`src/rtl/strop_pkg.sv`:
```
package strop_pkg;
  typedef enum logic [2:0] {
    OP_CPY_FWD  = 3'd0,
    OP_CPY_BWD  = 3'd1,
    OP_CPY_ZT   = 3'd2,
    OP_FILL     = 3'd3,
    OP_SCAN_EQ  = 3'd4,
    OP_SCAN_NE  = 3'd5,
    OP_CMP      = 3'd6,
    OP_RSVD     = 3'd7
  } strop_op_e;

  typedef enum logic [2:0] {
    S_IDLE, S_RD, S_CAP, S_WR, S_UPD, S_FIN
  } strop_st_e;

  function automatic logic op_sized(strop_op_e o);
    return (o == OP_FILL) || (o == OP_SCAN_EQ) || (o == OP_SCAN_NE);
  endfunction

  function automatic logic op_copy(strop_op_e o);
    return (o == OP_CPY_FWD) || (o == OP_CPY_BWD) || (o == OP_CPY_ZT);
  endfunction
endpackage

```
`src/rtl/strop_addr_gen.sv`:
```
module strop_addr_gen
  import strop_pkg::*;
#(
  parameter int XLEN = 32,
  localparam int KW = $clog2(XLEN / 8)
) (
  input  strop_op_e        op,
  input  logic [XLEN-1:0]  ptr_a,
  input  logic [XLEN-1:0]  ptr_b,
  input  logic [KW-1:0]    lane,
  input  logic             side_b,
  input  logic [7:0]       copy_byte,
  output logic [XLEN-1:0]  rd_addr,
  output logic [XLEN-1:0]  wr_addr,
  output logic [7:0]       wr_byte
);
  logic [XLEN-1:0] rd_base;
  logic [XLEN-1:0] lane_off;

  assign lane_off = XLEN'(lane);

  always_comb begin
    if (op_copy(op) || (op == OP_CMP && side_b)) rd_base = ptr_b;
    else                                         rd_base = ptr_a;
  end

  assign rd_addr = rd_base + lane_off;
  assign wr_addr = ptr_a + lane_off;
  assign wr_byte = (op == OP_FILL) ? ptr_b[lane*8 +: 8] : copy_byte;
endmodule

```
`src/rtl/strop_stop_eval.sv`:
```
module strop_stop_eval
  import strop_pkg::*;
#(
  parameter int XLEN = 32
) (
  input  strop_op_e       op,
  input  logic [XLEN-1:0] elem,
  input  logic [7:0]      other_byte,
  input  logic [XLEN-1:0] value,
  input  logic [XLEN-1:0] count_next,
  output logic            stop,
  output logic            z_new,
  output logic            c_new
);
  logic cnt_end, eq_val, le_val;
  logic [7:0] lo;

  assign lo      = elem[7:0];
  assign cnt_end = (count_next == '0);
  assign eq_val  = (elem == value);
  assign le_val  = (elem <= value);

  always_comb begin
    stop  = cnt_end;
    z_new = 1'b0;
    c_new = 1'b0;
    unique case (op)
      OP_CPY_ZT:  stop = cnt_end || (lo == 8'h00);
      OP_SCAN_EQ: begin
        stop  = cnt_end || eq_val;
        z_new = eq_val;
        c_new = le_val;
      end
      OP_SCAN_NE: begin
        stop  = cnt_end || !eq_val;
        z_new = cnt_end;
        c_new = le_val;
      end
      OP_CMP: begin
        stop  = cnt_end || (lo != other_byte) || (lo == 8'h00);
        z_new = (lo == other_byte);
        c_new = (lo >= other_byte);
      end
      default: ;
    endcase
  end
endmodule

```
`src/rtl/strop_engine.sv`:
```
module strop_engine
  import strop_pkg::*;
#(
  parameter int XLEN = 32,
  localparam int KW = $clog2(XLEN / 8)
) (
  input  logic            clk,
  input  logic            rst,
  input  logic            start,
  input  logic [2:0]      op,
  input  logic [1:0]      esize,
  input  logic [XLEN-1:0] r1_in,
  input  logic [XLEN-1:0] r2_in,
  input  logic [XLEN-1:0] r3_in,
  output logic            busy,
  output logic            done,
  output logic            size_err,
  output logic [XLEN-1:0] r1_out,
  output logic [XLEN-1:0] r2_out,
  output logic [XLEN-1:0] r3_out,
  output logic            zf,
  output logic            cf,
  output logic            mem_rd,
  output logic            mem_wr,
  output logic [XLEN-1:0] mem_addr,
  output logic [7:0]      mem_wdata,
  input  logic [7:0]      mem_rdata
);
  strop_st_e       st;
  strop_op_e       op_q, op_in;
  logic [XLEN-1:0] r1, r2, r3, va;
  logic [7:0]      vb;
  logic [KW-1:0]   lane, last_lane;
  logic            side_b;
  logic            zf_q, cf_q, err_q;
  logic [XLEN-1:0] rd_addr, wr_addr, r3_next, step;
  logic [7:0]      wr_byte;
  logic            stop, z_new, c_new, bad_req;

  assign op_in   = strop_op_e'(op);
  assign bad_req = (op_in == OP_RSVD) || (op_sized(op_in) && esize == 2'd3);
  assign r3_next = r3 - XLEN'(1);
  assign step    = XLEN'(last_lane) + XLEN'(1);

  strop_addr_gen #(.XLEN(XLEN)) u_addr (
    .op(op_q), .ptr_a(r1), .ptr_b(r2), .lane(lane), .side_b(side_b),
    .copy_byte(va[7:0]), .rd_addr(rd_addr), .wr_addr(wr_addr), .wr_byte(wr_byte)
  );

  strop_stop_eval #(.XLEN(XLEN)) u_eval (
    .op(op_q), .elem(va), .other_byte(vb), .value(r2), .count_next(r3_next),
    .stop(stop), .z_new(z_new), .c_new(c_new)
  );

  always_ff @(posedge clk) begin
    if (rst) begin
      st <= S_IDLE; op_q <= OP_CPY_FWD;
      r1 <= '0; r2 <= '0; r3 <= '0; va <= '0; vb <= '0;
      lane <= '0; last_lane <= '0; side_b <= 1'b0;
      zf_q <= 1'b0; cf_q <= 1'b0; err_q <= 1'b0;
    end else begin
      unique case (st)
        S_IDLE: if (start) begin
          op_q <= op_in; r1 <= r1_in; r2 <= r2_in; r3 <= r3_in;
          va <= '0; lane <= '0; side_b <= 1'b0; err_q <= bad_req;
          last_lane <= op_sized(op_in) ? KW'((1 << esize) - 1) : '0;
          if (bad_req || r3_in == '0) st <= S_FIN;
          else if (op_in == OP_FILL)  st <= S_WR;
          else                        st <= S_RD;
        end
        S_RD: st <= S_CAP;
        S_CAP: begin
          if (op_copy(op_q)) begin
            va[7:0] <= mem_rdata;
            st <= S_WR;
          end else if (op_q == OP_CMP) begin
            if (!side_b) begin
              va[7:0] <= mem_rdata; side_b <= 1'b1; st <= S_RD;
            end else begin
              vb <= mem_rdata; st <= S_UPD;
            end
          end else begin
            va[lane*8 +: 8] <= mem_rdata;
            if (lane == last_lane) st <= S_UPD;
            else begin lane <= lane + 1'b1; st <= S_RD; end
          end
        end
        S_WR: begin
          if (op_q == OP_FILL && lane != last_lane) lane <= lane + 1'b1;
          else st <= S_UPD;
        end
        S_UPD: begin
          unique case (op_q)
            OP_CPY_BWD: begin r1 <= r1 - XLEN'(1); r2 <= r2 - XLEN'(1); end
            OP_FILL, OP_SCAN_EQ, OP_SCAN_NE: r1 <= r1 + step;
            default:    begin r1 <= r1 + XLEN'(1); r2 <= r2 + XLEN'(1); end
          endcase
          r3 <= r3_next;
          if (!op_copy(op_q) && op_q != OP_FILL) begin
            zf_q <= z_new; cf_q <= c_new;
          end
          lane <= '0; side_b <= 1'b0;
          if (stop) st <= S_FIN;
          else begin
            va <= '0;
            st <= (op_q == OP_FILL) ? S_WR : S_RD;
          end
        end
        S_FIN: st <= S_IDLE;
        default: st <= S_IDLE;
      endcase
    end
  end

  assign busy      = (st != S_IDLE);
  assign done      = (st == S_FIN);
  assign size_err  = err_q;
  assign r1_out    = r1;
  assign r2_out    = r2;
  assign r3_out    = r3;
  assign zf        = zf_q;
  assign cf        = cf_q;
  assign mem_rd    = (st == S_RD);
  assign mem_wr    = (st == S_WR);
  assign mem_addr  = (st == S_WR) ? wr_addr : rd_addr;
  assign mem_wdata = wr_byte;

  // no memory traffic while idle
  p_idle_quiet_r1: assert property (@(posedge clk) disable iff (rst)
    !busy |-> (!mem_rd && !mem_wr));
  // each element update lowers the count by one
  p_count_step_r2: assert property (@(posedge clk) disable iff (rst)
    (st == S_UPD) |=> (r3 == $past(r3) - XLEN'(1)));
  // done lasts a single cycle
  p_done_pulse_r2: assert property (@(posedge clk) disable iff (rst)
    done |=> !done);
  // fill never reads
  p_fill_no_read_r6: assert property (@(posedge clk) disable iff (rst)
    (busy && op_q == OP_FILL) |-> !mem_rd);
  // zero count leaves flags alone and touches no memory
  p_zero_count_r10: assert property (@(posedge clk) disable iff (rst)
    (st == S_IDLE && start && r3_in == '0) |=>
      ($stable(zf) && $stable(cf) && done && !mem_rd && !mem_wr));
  // illegal request ends at once with the error flag
  p_bad_size_r11: assert property (@(posedge clk) disable iff (rst)
    (st == S_IDLE && start && bad_req) |=> (done && size_err));
endmodule

```
`config.mk`:
```
export PLATFORM = sky130hd
export DESIGN_NAME = strop_engine
export DESIGN_NICKNAME = d
export VERILOG_FILES = /design/src/rtl/strop_pkg.sv /design/src/rtl/strop_addr_gen.sv /design/src/rtl/strop_stop_eval.sv /design/src/rtl/strop_engine.sv
export SDC_FILE = /design/constraint.sdc
export NUM_CORES = 1
export LEC_CHECK = 0
export CORE_MARGIN = 1.5
export CORE_UTILIZATION = 50
export DETAILED_ROUTE_END_ITERATION = 6
export PLACE_DENSITY = 0.77
export SYNTH_ARGS = -nofsm -noshare
export SYNTH_HDL_FRONTEND = slang
export SYNTH_SLANG_ARGS = --single-unit
```
`constraint.sdc`:
```
create_clock -name clk -period 11.3 [get_ports clk]
set_input_delay 1.13 -clock clk [delete_from_list [all_inputs] [get_ports clk]]
set_output_delay 1.13 -clock clk [all_outputs]
set_load 0.05 [all_outputs]
```
==> results.yml <==
run_status:
  status: "finished with violations"
  violations: "DRC"
timing:
  maxSlewHeadroom_pct: 24.4
  fin_crit_ns: 7.86
  worst-slew-pin-transition_ns: 1.11
  hold_violations: 0
  tns_ns: 0
  min_period_over_period_pct: 69.6
  finalSetupViolCount: 0
  finClkSkew_ns: 0.0165
  fmax_mhz: 127
  rsz0062_at_grt: "false"
  maxSlewViolCount: 0
global_route:
  top_usage_layer: "met2"
  antenna_found_initial: 2
  overflow: 0
  use_met3_pct: 7.04
  grtUsageTotal_pct: 35.0
  grt_use_met2_pct: 55.6
  grtUsageMet1_pct: 45.8
  grt_pass1_vias: 14500
  grt_start_max_net_pins: 83
  grt_pass1_wl_um: 79600
detailed_routing:
  via_count: 15800
  ant_nets: 0
  wire_per_inst_um: 21.2
  drc_errors: 2
  drt_iter0_drc: 1588
  wl_um: 52300
  dr.pass1.iters: 7
  via_per_inst: 6.40
critical_path:
  crit_type: "reg2out"
  cp_common_cell: "inv_1"
  required_ns: 10.17
  r2r_start: "op_q[0]$_SDFFE_PP0P_"
  crit_chain: "nand3b_1 -> inv_1 -> nor3_4 -> buf_4 -> o21ai_0 -> ha_1 -> a21oi_1 -> inv_1 -> o221ai_1 -> nor4bb_1 -> nand3_1 -> nor4_1 -> nand2_1 -> xor2_1 -> clkdlybuf4s50_1"
  critPathMaxStageDelay_ns: 0.97
  timing.critical_path.from: "st[2]$_SDFFE_PP0P_"
  worstPathArrival_ns: 6.73
  critPathSlowestCell: "nor4_1"
  cp-start-kind: "flop"
  crit_fanout: 60
  reg2reg_slack_ns: 6.01
  cp-end-kind: "output pin"
synth:
  synth_edf_count: 0
  syn_nets: 2122
  postSynthAreaPerCell_um2: 7.46
  syn_area_um2: 14100
  synth_area_leaders: "dfxtp_1, ha_1, a21oi_1"
  synth_area_leader_cell: "dfxtp_1"
  ys.warnings.count: 0
  async_reset_ff_share_pct: 0
  ys_seq_area_share_pct: 21.2
  synth-seq-cells: 150
  yosys.cell_types.count: 84
  synthDominantCellAreaShare_pct: 21.2
  synth_flop_cell: "dfxtp_1"
  syn-instance-count: 1896
floorplanning:
  initial_core_util_pct: 50.9
  io-pin-count: 255
  die_area_um2: 29300
  chipHeight_um: 171
  rows: 61
  core_area_um2: 27800
  fp.dieW_um: 171
clocking:
  htree_num_levels: 4
  cts_tree: "built"
  clk_pin_slew_ns: 0.08
  cts_buffers: 17
  cts.sinks: 150
  post_cts_resized: 0
  root_buffer: "clkbuf_16"
  postCtsHoldBufs: 0
  cts_setup_buffers: 0
  worstSkewPairLatency_ns: 0.44
  clock_path_buffers: 2
placed_design:
  port-buffer-count: 254
  placedCellCount: 2435
  dp_hpwl_um: 38500
  gp_congestion: 0.950
flow_run:
  max-cap-violations: 0
cells_and_area:
  multiInputGateArea_um2: 10400
  seq_area_um2: 3000
  layout.nets: 2302
  drive_above_1_share_pct: 5.98
  area_growth_pct: 23.1
  final_common_cell: "clkdlybuf4s50_1"
  fillCellCount: 2550
  final_cell_mix: "clkdlybuf4s50_1, nand2_1, nor2_1"
  final_cells: 2469
pwr:
  vdd_ir_drop_max_v: 0.0000928
  p_leak_uw: 0.00668
  p_per_area_nw_per_um2: 126
min_path:
  min_path_type: "reg2reg"
  hold_start: "va[0]$_SDFFE_PP0P_"
cell families after synthesis:
kind of cell	share of synthesized area, %
AOI/OAI and AO/OA	26.5
muxes	4.95
and+or+nand+nor	25.1
DFF	21.2
xor gates and xnor gates	6.50
adders and majority gates	10.3
buffers and inverters	5.41
critical path, delay by kind of cell, from the launching register on:
kind,cells,cell delay [ns]
fa+ha+maj,1,0.35
flops,1,0.80
xor+xnor,1,0.21
compound gates,3,0.59
simple gates,6,2.70
buf+inv,4,1.63
worst paths after layout:
kind	to	cells after the start
worst max-delay path	mem_addr[31]	15
worst min-delay path	va[0]$_SDFFE_PP0P_	2
worst max register to register	r2_out[30]$_SDFFE_PP0P_	14
worst min register to register	va[0]$_SDFFE_PP0P_	2
state kept, by name, summed over array words and instances, names as in the netlist, 2 cells and up:
register   count
last_lane      2
va            32
r1_out        32
vb             8
st             3
r2_out        32
r3_out        32
op_q           3
lane           2
cells in the mapped netlist (8+ instances only):
cell type	count
a21oi_1	154
clkbuf_1	82
ha_1	110
o21a_1	21
and3_1	12
nor4_1	34
nor2b_1	19
a211oi_1	63
and2_1	12
a31oi_1	25
xor2_1	42
nor2_1	173
inv_1	79
a221oi_1	22
nor3_1	54
nand3_1	70
a21o_1	42
dfxtp_1	150
or2_2	22
a2111oi_0	10
mux2_2	8
mux4_2	8
o2111ai_1	8
xnor2_1	63
a311oi_1	24
or3_1	18
nand4_1	32
nand2_1	199
mux2i_1	43
nand2b_1	36
a222oi_1	8
o21ai_0	98
buf_1	12
o211ai_1	15
routing by layer:
layer	share of wire (%)	vias up	wire (um)
li1	-	7367	-
met1	42	7441	21800
met2	44	830	23100
met3	9.5	155	4970
met4	4.5	2	2370
met5	0.025	-	13
where the power goes:
part | switching (uW) | internal, uW | total, uW
Sequential | 106 | 568 | 674
Combinational | 591 | 339 | 930
Clock | 286 | 295 | 582
metrics by stage:
step	area (um2)	power, uW	hold slack [ns]	setup slack [ns]	utilization [%]
6_report	17400	2190	0.476	3.44	62.7
5_1_grt	17400	2280	0.500	3.08	62.7
4_1_cts	17400	2170	0.472	3.54	62.7
3_5_place_dp	16800	1590	0.461	4.03	60.6
3_3_place_gp	16800	1580	0.454	4.15	60.6
2_1_floorplan	14100	1280	0.445	4.66	-
layout make-up:
| type | instances | share of cell area [%] |
|---|---|---|
| diodes | 2 | 0.0287 |
| clock buffers | 17 | 2.44 |
| clock inverters | 15 | 0.905 |
| inverters | 79 | 1.70 |
| multi-input cells | 1560 | 59.8 |
| flip-flops and latches | 150 | 17.2 |
| well taps | 378 | 2.72 |
| repair buffers | 268 | 15.2 |
Note: power is estimated with default switching activity, not from simulation.
